<file path="src/rtl/desc_commit_pkg.sv">
package desc_commit_pkg;

   localparam int DFLT_WORD_W  = 32;
   localparam int DFLT_N_WORDS = 8;
   localparam int DFLT_DEPTH   = 8;
   localparam int DFLT_LVL_W   = 16;

   // outcome of a control-word write in one cycle
   typedef enum logic [1:0] {
      CMT_NONE = 2'd0,
      CMT_PUSH = 2'd1,
      CMT_DROP = 2'd2
   } commit_e;

endpackage

</file>
<file path="src/rtl/desc_stage_regs.sv">
module desc_stage_regs #(
   parameter int WORD_W  = 32,
   parameter int N_WORDS = 8,
   parameter int ADDR_W  = 3
) (
   input  logic                      clk,
   input  logic                      rst_n,
   input  logic                      wr_en,
   input  logic [ADDR_W-1:0]         wr_addr,
   input  logic [WORD_W-1:0]         wr_data,
   output logic [WORD_W*N_WORDS-1:0] entry_o,
   output logic                      ctrl_hit_o
);

   localparam int LAST = N_WORDS - 1;

   // one holding register per non-control word
   for (genvar w = 0; w < LAST; w++) begin : g_word
      logic [WORD_W-1:0] held_q;

      always_ff @(posedge clk) begin
         if (!rst_n)
            held_q <= '0;
         else if (wr_en && (wr_addr == ADDR_W'(w)))
            held_q <= wr_data;
      end

      assign entry_o[w*WORD_W +: WORD_W] = held_q;
   end

   // control word comes straight from the bus in the commit cycle
   assign entry_o[LAST*WORD_W +: WORD_W] = wr_data;
   assign ctrl_hit_o = wr_en && (wr_addr == ADDR_W'(LAST));

endmodule

</file>
<file path="src/rtl/desc_fifo.sv">
module desc_fifo #(
   parameter  int WIDTH = 256,
   parameter  int DEPTH = 8,
   localparam int PTR_W = (DEPTH > 1) ? $clog2(DEPTH) : 1,
   localparam int CNT_W = $clog2(DEPTH + 1)
) (
   input  logic             clk,
   input  logic             rst_n,
   input  logic             push_i,
   input  logic [WIDTH-1:0] din_i,
   input  logic             pop_i,
   output logic [WIDTH-1:0] dout_o,
   output logic [CNT_W-1:0] count_o,
   output logic             full_o,
   output logic             empty_o
);

   logic [WIDTH-1:0] store_q [DEPTH];
   logic [PTR_W-1:0] wr_ptr_q, rd_ptr_q, wr_ptr_nx, rd_ptr_nx;
   logic [CNT_W-1:0] cnt_q;
   logic             push_ok, pop_ok;

   assign full_o  = (cnt_q == CNT_W'(DEPTH));
   assign empty_o = (cnt_q == '0);
   assign push_ok = push_i && !full_o;
   assign pop_ok  = pop_i && !empty_o;

   // pointer advance: free wrap for power-of-two depth, compare otherwise
   if ((1 << PTR_W) == DEPTH) begin : g_pow2
      assign wr_ptr_nx = wr_ptr_q + 1'b1;
      assign rd_ptr_nx = rd_ptr_q + 1'b1;
   end else begin : g_wrap
      assign wr_ptr_nx = (wr_ptr_q == PTR_W'(DEPTH - 1)) ? '0 : wr_ptr_q + 1'b1;
      assign rd_ptr_nx = (rd_ptr_q == PTR_W'(DEPTH - 1)) ? '0 : rd_ptr_q + 1'b1;
   end

   always_ff @(posedge clk) begin
      if (push_ok)
         store_q[wr_ptr_q] <= din_i;
   end

   always_ff @(posedge clk) begin
      if (!rst_n) begin
         wr_ptr_q <= '0;
         rd_ptr_q <= '0;
         cnt_q    <= '0;
      end else begin
         if (push_ok)
            wr_ptr_q <= wr_ptr_nx;
         if (pop_ok)
            rd_ptr_q <= rd_ptr_nx;
         case ({push_ok, pop_ok})
            2'b10:   cnt_q <= cnt_q + 1'b1;
            2'b01:   cnt_q <= cnt_q - 1'b1;
            default: cnt_q <= cnt_q;
         endcase
      end
   end

   assign dout_o  = store_q[rd_ptr_q];
   assign count_o = cnt_q;

endmodule

</file>
<file path="src/rtl/desc_commit_port.sv">
module desc_commit_port
   import desc_commit_pkg::*;
#(
   parameter  int WORD_W  = DFLT_WORD_W,
   parameter  int N_WORDS = DFLT_N_WORDS,
   parameter  int DEPTH   = DFLT_DEPTH,
   parameter  int LVL_W   = DFLT_LVL_W,
   localparam int ADDR_W  = $clog2(N_WORDS),
   localparam int DESC_W  = WORD_W * N_WORDS,
   localparam int CNT_W   = $clog2(DEPTH + 1)
) (
   input  logic               clk,
   input  logic               rst_n,
   input  logic               bus_wr_en,
   input  logic [ADDR_W-1:0]  bus_wr_addr,
   input  logic [WORD_W-1:0]  bus_wr_data,
   output logic               desc_valid,
   input  logic               desc_ready,
   output logic [DESC_W-1:0]  desc_data,
   output logic               fifo_full,
   output logic               fifo_empty,
   output logic [2*LVL_W-1:0] fill_level,
   output logic               overflow
);

   // elaboration-time parameter checks
   if (N_WORDS < 2) begin : g_bad_words
      $error("N_WORDS must be at least 2");
   end
   if (DEPTH < 2) begin : g_bad_depth
      $error("DEPTH must be at least 2");
   end
   if (CNT_W > LVL_W) begin : g_bad_lvl
      $error("LVL_W too narrow for DEPTH");
   end

   logic [DESC_W-1:0] staged_entry;
   logic              ctrl_hit;
   logic [CNT_W-1:0]  occ;
   commit_e           outcome;
   logic              ovf_q;

   desc_stage_regs #(
      .WORD_W  (WORD_W),
      .N_WORDS (N_WORDS),
      .ADDR_W  (ADDR_W)
   ) u_stage (
      .clk        (clk),
      .rst_n      (rst_n),
      .wr_en      (bus_wr_en),
      .wr_addr    (bus_wr_addr),
      .wr_data    (bus_wr_data),
      .entry_o    (staged_entry),
      .ctrl_hit_o (ctrl_hit)
   );

   // go bit is the top bit of the control word; fullness judged before any pop
   always_comb begin
      outcome = CMT_NONE;
      if (ctrl_hit && bus_wr_data[WORD_W-1])
         outcome = fifo_full ? CMT_DROP : CMT_PUSH;
   end

   desc_fifo #(
      .WIDTH (DESC_W),
      .DEPTH (DEPTH)
   ) u_fifo (
      .clk     (clk),
      .rst_n   (rst_n),
      .push_i  (outcome == CMT_PUSH),
      .din_i   (staged_entry),
      .pop_i   (desc_ready),
      .dout_o  (desc_data),
      .count_o (occ),
      .full_o  (fifo_full),
      .empty_o (fifo_empty)
   );

   always_ff @(posedge clk) begin
      if (!rst_n)
         ovf_q <= 1'b0;
      else if (outcome == CMT_DROP)
         ovf_q <= 1'b1;
   end

   assign overflow   = ovf_q;
   assign desc_valid = !fifo_empty;
   assign fill_level = {LVL_W'(occ), LVL_W'(occ)};

endmodule

</file>
<file path="config.mk">
export PLATFORM = sky130hd
export DESIGN_NAME = desc_commit_port
export DESIGN_NICKNAME = d
export VERILOG_FILES = /design/src/rtl/desc_commit_pkg.sv /design/src/rtl/desc_stage_regs.sv /design/src/rtl/desc_fifo.sv /design/src/rtl/desc_commit_port.sv
export SDC_FILE = /design/constraint.sdc
export NUM_CORES = 2
export LEC_CHECK = 0
export ABC_CLOCK_PERIOD_IN_PS = 40500
export BUFFER_PORTS_ARGS = -buffer_cell sky130_fd_sc_hd__buf_2
export CAP_MARGIN = 20
export CORE_ASPECT_RATIO = 0.8
export CORE_MARGIN = 1.5
export CORE_UTILIZATION = 61
export DETAILED_ROUTE_END_ITERATION = 10
export PLACE_DENSITY = 0.84
export SYNTH_ARGS = -nofsm -noshare
export SYNTH_HDL_FRONTEND = slang
export SYNTH_SLANG_ARGS = --single-unit
</file>
<file path="constraint.sdc">
create_clock -name clk -period 40.5 [get_ports clk]
set_input_delay 8.1 -clock clk [delete_from_list [all_inputs] [get_ports clk]]
set_output_delay 8.1 -clock clk [all_outputs]
set_load 0.01 [all_outputs]
</file>
==> results.md <==
* FFs w/ async S/R, synth at 0%
* Die Y at 339 microns
* Synth top cells by count: 2048 x edfxtp_1, 512 x mux4_2, 461 x nand2_1, 256 x mux2_2, 238 x dfxtp_1
* Synth Area in XOR/XNOR at 0.0611%
* Worst r2r dst: u_fifo.store_q[6][64]
* Vias at 42.2k
* Vias in the first global route at 43.1k
* Worst hold slack at 0.504 ns
* Num CTS Buffers at 203
* Worst-Skew Late Latency at 0.84 ns
* Cts hold-fix bufs at 0
* Largest family of logic cells by synthesized area: multiplexers
* Gr usage total at 28.8%
* Placed Cells at 6081
* Comb power frac at 3.0%
* Post-Route WL at 205 mm
* Worst-margin pin slew at 1.19 ns
* Clock H-tree levels at 4
* Synth Area in Compound Gates at 2.03%
* Sw frac at 20.3%
* Antenna violations before repair at 21
* CTS resizes at 0
* Clock root buffer: clkbuf_16
* Die span in x at 423 microns
* Worst Setup End Kind: output port
* Drt wl/cell at 31.7 microns
* I/O Buffers at 306
* Setup slack, reg-to-reg at 36.21 ns
* Reg-to-reg startpoint: u_fifo.count_o[1]
* R2R depth at 6
* Post-CTS Setup Bufs at 0
* Cell Pwr Density at 48.5 nW/um^2
* Number of enable-type register cells in the synthesized netlist at 2048
* First-pass GRT wire length at 295 mm
* RSZ-0062 raised after global routing: no
* Crit path kind: reg -> out
* Most common cell in the netlist: edfxtp_1
* Violation count after the first detailed-route iteration at 5642
* Max-cap violations at 0
* CP arrival at 6.21 ns
* Final hold vios at 0
* Final ANT Viol Nets at 0
* GRT overflow at 0
* Initial Util at 61.3%
* Placement Cell Area at 89300 sq um
* IO Pins at 331
* Fill cell count at 8169
* Peak Freq at 0.0699 GHz
* Max Transition Viols Final at 0
* Min Tclk post-route at 14.31 ns
* Critical path startpoint category: flip-flop
* Fin area at 96100 sq um
* Clock network power share at 41.9%
* Total negative slack at 0 ns
* Hpwl dp at 102 mm
* Pin count of the biggest net entering global routing at 172
* Int Pwr at 3.72 mW
* DRC at 0
* Proportion of layout cells with a drive suffix above 1 at 31.9%
* Synth cell types at 35
* Top cell type's share of synthesized area at 71.5%
* Primary FF master, synth: edfxtp_1
* Post-synthesis sequential area ratio at 77.0%
* Worst Hold Class: reg -> reg
* Adder-Cell Fraction of Synth Area at 0.0727%
* Synth area leaders: edfxtp_1 71%, mux4_2 13%, dfxtp_1 5.5%
* Yosys warning total at 0
* Most used cell, CP: buf_4
* Status: finished clean
* Area delta synth->final at 11.7%
* Syn Std Cell Area at 86100 sq um
* Final net count at 4456
* Post-synthesis cell count at 4059
* # setup viols final at 0
* Non-Filler Instances at 6470
* DR pass1 iterations at 5
* Simple-Gate Fraction of Synth Area at 2.36%
* Avg Inst Size Synth at 21.2 sq um
* Seq cells post-synth at 2286
* Crit path required time at 32.40 ns
* TritonCTS clock tree: done
* Sw Pwr at 946 uW
* Peak supply drop at 47.8 uV
* Crit Path Max Fanout at 52
* Post-synthesis mux area share at 16.8%
* CP max-delay cell: buf_4
* Seq pwr share at 55.1%
* Clock Path Buffers at 3
* Post-layout util at 68.5%
* Leakage power at 30.3 nW
* Slew HR at 20.4%
* Clk sinks at 2286
* Reg clk slew, reported paths at 0.07 ns
* Setup Skew at 0.0389 ns
* Number of cell rows at 123
* Leading area contributor after synthesis: edfxtp_1
* RD Place Congestion at 0.753
* Die area at 143000 sq um
* Period utilization at 35.3%
* CP Cell Sequence: buf_4 > buf_4 > buf_4 > buf_4 > mux4_2 > mux2_2 > buf_2
* CP max stage delay at 0.92 ns
* Worst setup endpoint: desc_data[70]
* DR vias/cell at 6.52
* Core Box Area at 140000 sq um
[per-layer routing]
metal | GRT usage [%] | share of wire (%) | vias up
met4 | 12.2 | 4.3 | 0
met5 | 0 | 0 | -
met3 | 6.53 | 10 | 404
met1 | 39.0 | 37 | 22100
met2 | 45.8 | 49 | 2592
li1 | - | - | 17000
[final cells by class]
| class | count | area, sq um | share of cell area (%) |
|---|---|---|---|
| Tap cell | 1875 | 2350 | 2.44 |
| Multi-Input combinational cell | 1548 | 18500 | 19.2 |
| Antenna cell | 5 | 12.5 | 0.0130 |
| Timing Repair Buffer | 369 | 2180 | 2.27 |
| Inverter | 4 | 15.0 | 0.0156 |
| Clock inverter | 97 | 1030 | 1.07 |
| Clock buffer | 286 | 5770 | 6.00 |
| Sequential cell | 2286 | 66300 | 69.0 |
[cell families after synthesis]
| kind of cell | Yosys count |
|---|---|
| DFF | 2286 |
| adders and majority gates | 5 |
| and+or+nand+nor | 508 |
| buffers and inverters | 248 |
| AOI/OAI and AO/OA | 235 |
| xor gates and xnor gates | 6 |
| other | 1 |
| muxes | 770 |
[state kept, by name, summed over array words and instances, names as in the netlist, named ones only]
name                   count
overflow                   1
u_fifo.count_o             4
u_fifo.store_q          2048
u_fifo.rd_ptr_q            3
u_stage.g_word.held_q    224
u_fifo.wr_ptr_q            3
[critical path, delay by kind of cell, from the launching register on]
kind                   cells  cell delay [ns]
DFF                        1             0.75
muxes                      2             0.92
buffers and inverters      5             3.51
[power groups by stage]
stage	sequential, mW	clock [mW]	combinational [mW]
finish	2.57	1.95	0.141
global route	2.57	2.06	0.148
CTS	2.57	1.97	0.142
detailed placement	2.62	0	0.140
global placement	2.62	0	0.138
floorplan	2.62	0	0.0921
[cell usage in the layout (no fill, tap or decap), drive strengths merged, types with 3 or more instances in the layout]
cell      instances
clkbuf          286
buf             369
diode             5
dfxtp           238
nand2           461
ha                5
clkinv           66
xnor2             4
a21boi          228
mux2            256
nor3              6
and2              5
mux4            512
nor4b             3
nor2             10
conb             24
bufinv           17
nor2b             6
edfxtp         2048
clkinvlp          7
nand2b            6
inv              11
o21ai             4
nand3             6
[metrics by stage]
step                total power, mW  worst slack, ns
finish                         4.66            26.19
global route                   4.78            25.62
CTS                            4.68            25.94
detailed placement             2.76            26.84
global placement               2.75            26.92
floorplan                      2.71             6.16
[worst min-delay path by stage]
stage | startpoint | to | slack, ns | cells past startpoint
floorplan | u_fifo.rd_ptr_q[1] | flip-flop | 0.47 | 2
global placement | overflow | overflow | 0.47 | 2
detailed placement | overflow | overflow | 0.50 | 2
CTS | u_fifo.rd_ptr_q[1] | flip-flop | 0.51 | 2
global route | u_fifo.rd_ptr_q[1] | flip-flop | 0.54 | 2
finish | u_fifo.rd_ptr_q[1] | flip-flop | 0.50 | 2
(Power assumes the default switching activity.)
